[src/rtl/dma_seq_pkg.sv]
package dma_seq_pkg;

  // direction codes for the source address step
  localparam logic [1:0] DIR_FIXED = 2'b00;
  localparam logic [1:0] DIR_UP    = 2'b01;
  localparam logic [1:0] DIR_DOWN  = 2'b10;

  // strobes from control to datapath
  typedef struct packed {
    logic       load;    // copy programmed values into working state
    logic       step;    // one transfer happens this cycle
    logic       last;    // this transfer ends the block
    logic       decRep;  // lower the working repeat count
    logic [1:0] dir;     // address step direction
  } seqCmd_t;

endpackage

[src/rtl/dma_seq_dp.sv]
module dma_seq_dp
  import dma_seq_pkg::*;
#(
  parameter int CNT_W = 16,
  parameter int REP_W = 8,
  parameter int ADDR_W = 24,
  parameter int IDX_W = 3,
  parameter logic [CNT_W-1:0] CNT_RST = 'h0100
) (
  input  logic              clk,
  input  logic              rstN,
  input  logic              regWe,
  input  logic [IDX_W-1:0]  regIdx,
  input  logic [7:0]        regWdata,
  input  seqCmd_t           cmd,
  output logic [ADDR_W-1:0] srcAddr,
  output logic [CNT_W-1:0]  xferLeft,
  output logic [REP_W-1:0]  repLeft,
  output logic              cntIsLast,
  output logic              repIsZero,
  output logic              repIsOne
);

  localparam int CB = CNT_W / 8;
  localparam int RB = REP_W / 8;
  localparam int AB = ADDR_W / 8;
  localparam int REP_BASE = CB;
  localparam int ADDR_BASE = CB + RB;

  logic [CNT_W-1:0]  progCnt;
  logic [REP_W-1:0]  progRep;
  logic [ADDR_W-1:0] progAddr;

  logic [CNT_W-1:0]  workCnt;
  logic [REP_W-1:0]  workRep;
  logic [ADDR_W-1:0] workAddr;

  logic [CNT_W-1:0]  reloadVal;
  logic [ADDR_W-1:0] nextAddr;

  // programmed registers, byte writable
  always_ff @(posedge clk or negedge rstN) begin
    if (!rstN) begin
      progCnt  <= CNT_RST;
      progRep  <= '0;
      progAddr <= '0;
    end else if (regWe) begin
      for (int b = 0; b < CB; b++)
        if (regIdx == IDX_W'(b)) progCnt[b*8 +: 8] <= regWdata;
      for (int b = 0; b < RB; b++)
        if (regIdx == IDX_W'(REP_BASE + b)) progRep[b*8 +: 8] <= regWdata;
      for (int b = 0; b < AB; b++)
        if (regIdx == IDX_W'(ADDR_BASE + b)) progAddr[b*8 +: 8] <= regWdata;
    end
  end

  // zero length stands for the full counter range
  assign reloadVal = (progCnt == '0) ? '1 : progCnt;

  always_comb begin
    unique case (cmd.dir)
      DIR_UP:   nextAddr = workAddr + 1'b1;
      DIR_DOWN: nextAddr = workAddr - 1'b1;
      default:  nextAddr = workAddr;
    endcase
  end

  // working state
  always_ff @(posedge clk or negedge rstN) begin
    if (!rstN) begin
      workCnt  <= '0;
      workRep  <= '0;
      workAddr <= '0;
    end else if (cmd.load) begin
      workCnt  <= reloadVal;
      workRep  <= progRep;
      workAddr <= progAddr;
    end else if (cmd.step) begin
      workAddr <= nextAddr;
      workCnt  <= cmd.last ? reloadVal : workCnt - 1'b1;
      if (cmd.decRep) workRep <= workRep - 1'b1;
    end
  end

  assign srcAddr   = workAddr;
  assign xferLeft  = workCnt;
  assign repLeft   = workRep;
  assign cntIsLast = (workCnt == CNT_W'(1));
  assign repIsZero = (workRep == '0);
  assign repIsOne  = (workRep == REP_W'(1));

endmodule

[src/rtl/dma_seq_ctrl.sv]
module dma_seq_ctrl
  import dma_seq_pkg::*;
#(
  parameter int IDX_W = 3,
  parameter int CTRL_IDX = 6
) (
  input  logic             clk,
  input  logic             rstN,
  input  logic             regWe,
  input  logic [IDX_W-1:0] regIdx,
  input  logic [3:0]       ctrlBits,
  input  logic             xferStb,
  input  logic             cntIsLast,
  input  logic             repIsZero,
  input  logic             repIsOne,
  output seqCmd_t          cmd,
  output logic             chanEn,
  output logic             blockDone,
  output logic             chanDone
);

  logic       enReg;
  logic       repMode;
  logic [1:0] dirReg;
  logic       ctrlWr;
  logic       start;
  logic       xfer;
  logic       lastXfer;
  logic       endChan;

  assign ctrlWr   = regWe && (regIdx == IDX_W'(CTRL_IDX));
  assign start    = ctrlWr && ctrlBits[0] && !enReg;
  assign xfer     = enReg && xferStb;
  assign lastXfer = xfer && cntIsLast;
  // counted repeat ends on the block that takes the count from one to zero
  assign endChan  = lastXfer && (!repMode || repIsOne);

  assign cmd.load   = start;
  assign cmd.step   = xfer;
  assign cmd.last   = lastXfer;
  assign cmd.decRep = lastXfer && repMode && !repIsZero;
  assign cmd.dir    = dirReg;

  always_ff @(posedge clk or negedge rstN) begin
    if (!rstN) begin
      enReg     <= 1'b0;
      repMode   <= 1'b0;
      dirReg    <= DIR_FIXED;
      blockDone <= 1'b0;
      chanDone  <= 1'b0;
    end else begin
      if (ctrlWr) begin
        enReg   <= ctrlBits[0];
        repMode <= ctrlBits[1];
        dirReg  <= ctrlBits[3:2];
      end else if (endChan) begin
        enReg <= 1'b0;
      end
      blockDone <= lastXfer;
      chanDone  <= endChan && !ctrlWr;
    end
  end

  assign chanEn = enReg;

endmodule

[src/rtl/dma_seq.sv]
module dma_seq
  import dma_seq_pkg::*;
#(
  parameter int CNT_W = 16,
  parameter int REP_W = 8,
  parameter int ADDR_W = 24,
  parameter int IDX_W = 3,
  parameter logic [CNT_W-1:0] CNT_RST = 'h0100
) (
  input  logic              clk,
  input  logic              rstN,
  input  logic              regWe,
  input  logic [IDX_W-1:0]  regIdx,
  input  logic [7:0]        regWdata,
  input  logic              xferStb,
  output logic              chanEn,
  output logic [ADDR_W-1:0] srcAddr,
  output logic [CNT_W-1:0]  xferLeft,
  output logic [REP_W-1:0]  repLeft,
  output logic              blockDone,
  output logic              chanDone
);

  localparam int CTRL_IDX = (CNT_W + REP_W + ADDR_W) / 8;

  seqCmd_t cmd;
  logic    cntIsLast;
  logic    repIsZero;
  logic    repIsOne;

  dma_seq_ctrl #(
    .IDX_W   (IDX_W),
    .CTRL_IDX(CTRL_IDX)
  ) uCtrl (
    .clk      (clk),
    .rstN     (rstN),
    .regWe    (regWe),
    .regIdx   (regIdx),
    .ctrlBits (regWdata[3:0]),
    .xferStb  (xferStb),
    .cntIsLast(cntIsLast),
    .repIsZero(repIsZero),
    .repIsOne (repIsOne),
    .cmd      (cmd),
    .chanEn   (chanEn),
    .blockDone(blockDone),
    .chanDone (chanDone)
  );

  dma_seq_dp #(
    .CNT_W  (CNT_W),
    .REP_W  (REP_W),
    .ADDR_W (ADDR_W),
    .IDX_W  (IDX_W),
    .CNT_RST(CNT_RST)
  ) uDp (
    .clk      (clk),
    .rstN     (rstN),
    .regWe    (regWe),
    .regIdx   (regIdx),
    .regWdata (regWdata),
    .cmd      (cmd),
    .srcAddr  (srcAddr),
    .xferLeft (xferLeft),
    .repLeft  (repLeft),
    .cntIsLast(cntIsLast),
    .repIsZero(repIsZero),
    .repIsOne (repIsOne)
  );

endmodule

[config.mk]
export PLATFORM = sky130hd
export DESIGN_NAME = dma_seq
export DESIGN_NICKNAME = d
export VERILOG_FILES = /design/src/rtl/dma_seq_pkg.sv /design/src/rtl/dma_seq_dp.sv /design/src/rtl/dma_seq_ctrl.sv /design/src/rtl/dma_seq.sv
export SDC_FILE = /design/constraint.sdc
export NUM_CORES = 1
export LEC_CHECK = 0
export BUFFER_PORTS_ARGS = -buffer_cell sky130_fd_sc_hd__buf_4
export CAP_MARGIN = 20
export CORE_UTILIZATION = 35
export DETAILED_ROUTE_END_ITERATION = 7
export GPL_ROUTABILITY_DRIVEN = 0
export PLACE_DENSITY = 0.61
export SYNTH_ARGS = -nofsm -noshare
export SYNTH_HDL_FRONTEND = slang
export SYNTH_SLANG_ARGS = --single-unit
export TNS_END_PERCENT = 10
[constraint.sdc]
create_clock -name clk -period 3.6 [get_ports clk]
set_input_delay 0.72 -clock clk [delete_from_list [all_inputs] [get_ports clk]]
set_output_delay 0.72 -clock clk [all_outputs]
set_load 0.02 [all_outputs]
==> results.sh <==
export IMPL_cpMaxStageDelayCell="dfrtp_1"
export IMPL_ctsResizeCount=0
export IMPL_area_growth_pct=17.66
export IMPL_dr_pass1_iters=6
export IMPL_rsz0062_at_grt="no"
export IMPL_synth_async_reset_ratio_pct=100.0
export IMPL_viasPerCell=5.756
export IMPL_seqPwrFrac_pct=40.8
export IMPL_clk_path_buf_depth=2
export IMPL_num_rows=46
export IMPL_syn_nets=638
export IMPL_fin_ws_ns=0.8976
export IMPL_critPathCaptureType="register"
export IMPL_finalNetCount=690
export IMPL_synth_edf_count=0
export IMPL_cp_num_buf_inv=0
export IMPL_yosys_area_top_type="dfrtp_1"
export IMPL_setup_tns_ns=0
export IMPL_wl_per_cell_um=18.40
export IMPL_cts_sinks=102
export IMPL_worst_slew_pin_slew_ns=0.7927
export IMPL_netlist_top_cells_count="dfrtp_1, nand2_1, mux2_2"
export IMPL_track_usage_pct=19.62
export IMPL_ant_nets=0
export IMPL_die_x_um=131.5
export IMPL_path_clk_slew_ns=0.07
export IMPL_yosysSeqAreaShare_pct=43.54
export IMPL_report_final_setup_viol=0
export IMPL_hold_ws_ns=0.4430
export IMPL_path_delay_family="simple AND/OR/NAND/NOR gates"
export IMPL_dieArea_mm2=0.01728
export IMPL_final_cells=890
export IMPL_cts_tree="built"
export IMPL_synth_top_area_share_pct=43.09
export IMPL_synth_cell_area_mm2=0.005866
export IMPL_synth_seq_cells=102
export IMPL_postCtsSetupBuffers=0
export IMPL_clkLatencyLatePin_ns=0.35
export IMPL_fillers=1585
export IMPL_critPathMaxStageDelay_ns=0.51
export IMPL_coreArea_mm2=0.01612
export IMPL_ys_warn_count=0
export IMPL_slew_headroom_pct=47.16
export IMPL_layout_min_cycle_time_ns=2.702
export IMPL_htreeDepth=3
export IMPL_p_per_area_mw_per_mm2=730.1
export IMPL_place_ws_ns=0.6869
export IMPL_fp_dieH_um=131.5
export IMPL_critPathArrivalTime_ns=2.95
export IMPL_clock_fmax_mhz=370.0
export IMPL_p_int_w=0.003007
export IMPL_io_pin_count=66
export IMPL_fin_crit_sh_pct=75.07
export IMPL_hpwl_um=11520
export IMPL_start_util_pct=36.40
export IMPL_total_power_w=0.005039
export IMPL_placed_cells=874
export IMPL_synth_area_top_cells="dfrtp_1, mux2_2, nand2_1"
export IMPL_diodes=0
export IMPL_cp_cell_sequence="nor4_4 -> nand2_1 -> or3_1 -> or3b_2 -> mux2i_1 -> o21ai_0 -> a21bo_2"
export IMPL_cts_made_buffers=9
export IMPL_postSynthAreaPerCell_um2=9.491
export IMPL_p_leak_nw=2.932
export IMPL_yosysMostFrequentCell="dfrtp_1"
export IMPL_finalWirelength_um=16380
export IMPL_drc=0
export IMPL_start_kind="register"
export IMPL_grt_pass1_vias=4857
export IMPL_p_comb_share_pct=36.8
export IMPL_criticalPathCategory="reg2reg"
export IMPL_synthCells=618
export IMPL_hold_class="in2async"
export IMPL_grt_ovfl_total=0
export IMPL_root_buffer="clkbuf_16"
export IMPL_grt_start_max_net_pins=57
export IMPL_drt_iter0_markers=345
export IMPL_antenna_found_initial=0
export IMPL_crit_fanout=9
export IMPL_portBuffers=65
export IMPL_p_switching_w=0.002032
export IMPL_maxCapViolations=0
export IMPL_critPathRequiredTime_ns=3.85
export IMPL_vias=5123
export IMPL_postCtsHoldBufs=0
export IMPL_ys_dominant_reg_cell="dfrtp_1"
export IMPL_status="complete, no violations"
export IMPL_finalMaxSlewViolations=0
export IMPL_sw_frac_of_total_pct=40.32
export IMPL_ir_drop_uv=308.7
export IMPL_drive_gt1_share_pct=24.63
export IMPL_synth_cell_type_count=65
export IMPL_finalClockSkew_ns=0.007264
export IMPL_grt_pass1_wl_um=27100
export IMPL_clockPowerShare_pct=22.4
export IMPL_finalHoldViolations=0
## metal layers
metal | share of wire, % | GRT usage [%] | vias up
li1 | - | - | 2394
met5 | 0 | 0 | -
met2 | 46 | 30.01 | 145
met3 | 4.3 | 2.392 | 14
met1 | 48 | 28.88 | 2570
met4 | 1.3 | 5.620 | 0
## placed cells by master, fill, tap and decap left out, types with 6 or more instances in the layout
cell type	instances
dfrtp_1	101
buf_4	79
nand2_1	70
mux2_2	51
nor2_1	43
a21oi_1	38
nand3_1	29
o21ai_0	28
nor3_1	23
mux2i_1	15
nor4_1	13
inv_1	11
a22oi_1	10
a221o_1	9
clkbuf_16	9
or3_1	8
nand2b_1	7
nand4_1	7
o211ai_1	6
nor3b_1	6
a21o_1	6
## power by group through the flow
stage	Sequential (W)	Clock [W]	Combinational, W
2_1_floorplan	0.00203	0	0.00118
3_3_place_gp	0.00204	0	0.00183
3_5_place_dp	0.00206	0	0.00185
4_1_cts	0.00204	0.00116	0.00186
5_1_grt	0.00212	0.00120	0.00205
6_report	0.00205	0.00113	0.00185
## worst register-to-register path: stages (launching register included)
cell     delay [ns]
dfrtp_1        0.51
nor4_4         0.39
nand2_1        0.20
or3_1          0.39
or3b_2         0.45
mux2i_1        0.30
o21ai_0        0.13
a21bo_2        0.23
## per-stage QoR
step                util (%)  cell area (µm²)
finish                 42.83             6902
global route           42.83             6902
CTS                    42.78             6894
detailed placement     40.64             6549
global placement       40.64             6549
floorplan                  -             5866
## layout make-up
| type | count | area [µm²] | share of cell area [%] |
|---|---|---|---|
| Clock buffer | 10 | 239.0 | 3.463 |
| Clock inverter | 5 | 106.4 | 1.541 |
| Inverter | 11 | 41.29 | 0.5983 |
| Multi-Input combinational cell | 466 | 3078 | 44.60 |
| Sequential cell | 102 | 2554 | 37.00 |
| Tap cell | 216 | 270.3 | 3.916 |
| Timing Repair Buffer | 80 | 613.1 | 8.883 |
## final timing paths
check | startpoint | to | slack [ns] | cells past startpoint
min | rstN | uDp.xferLeft[8]$_DFFE_PN0P_ | 0.44 | 1
max in group asynchronous | rstN | uDp.xferLeft[13]$_DFFE_PN0P_ | 2.43 | 2
max reg2reg | uDp.srcAddr[10]$_DFFE_PN0P_ | uDp.srcAddr[16]$_DFFE_PN0P_ | 0.90 | 7
max | uDp.srcAddr[10]$_DFFE_PN0P_ | uDp.srcAddr[16]$_DFFE_PN0P_ | 0.90 | 7
min in group clk | uDp.progAddr[0]$_DFFE_PN0P_ | uDp.progAddr[0]$_DFFE_PN0P_ | 0.49 | 2
min reg2reg | uDp.progAddr[0]$_DFFE_PN0P_ | uDp.progAddr[0]$_DFFE_PN0P_ | 0.49 | 2
## cell families after synthesis
kind of cell | synth area share [%]
simple gates | 22.76
fa+ha+maj | 1.067
flops | 43.54
mux | 12.35
buf+inv | 4.074
xor+xnor | 0.8959
compound gates | 15.32
## flip-flops by register name, indices dropped and copies added (netlist names)
name	count
uDp.progCnt	16
uDp.progAddr	24
uCtrl.repMode	1
uCtrl.blockDone	1
uDp.srcAddr	24
uDp.repLeft	8
uCtrl.dirReg	2
uCtrl.chanEn	1
uDp.xferLeft	16
uCtrl.chanDone	1
uDp.progRep	8
Power figures use the tool's default switching activity.
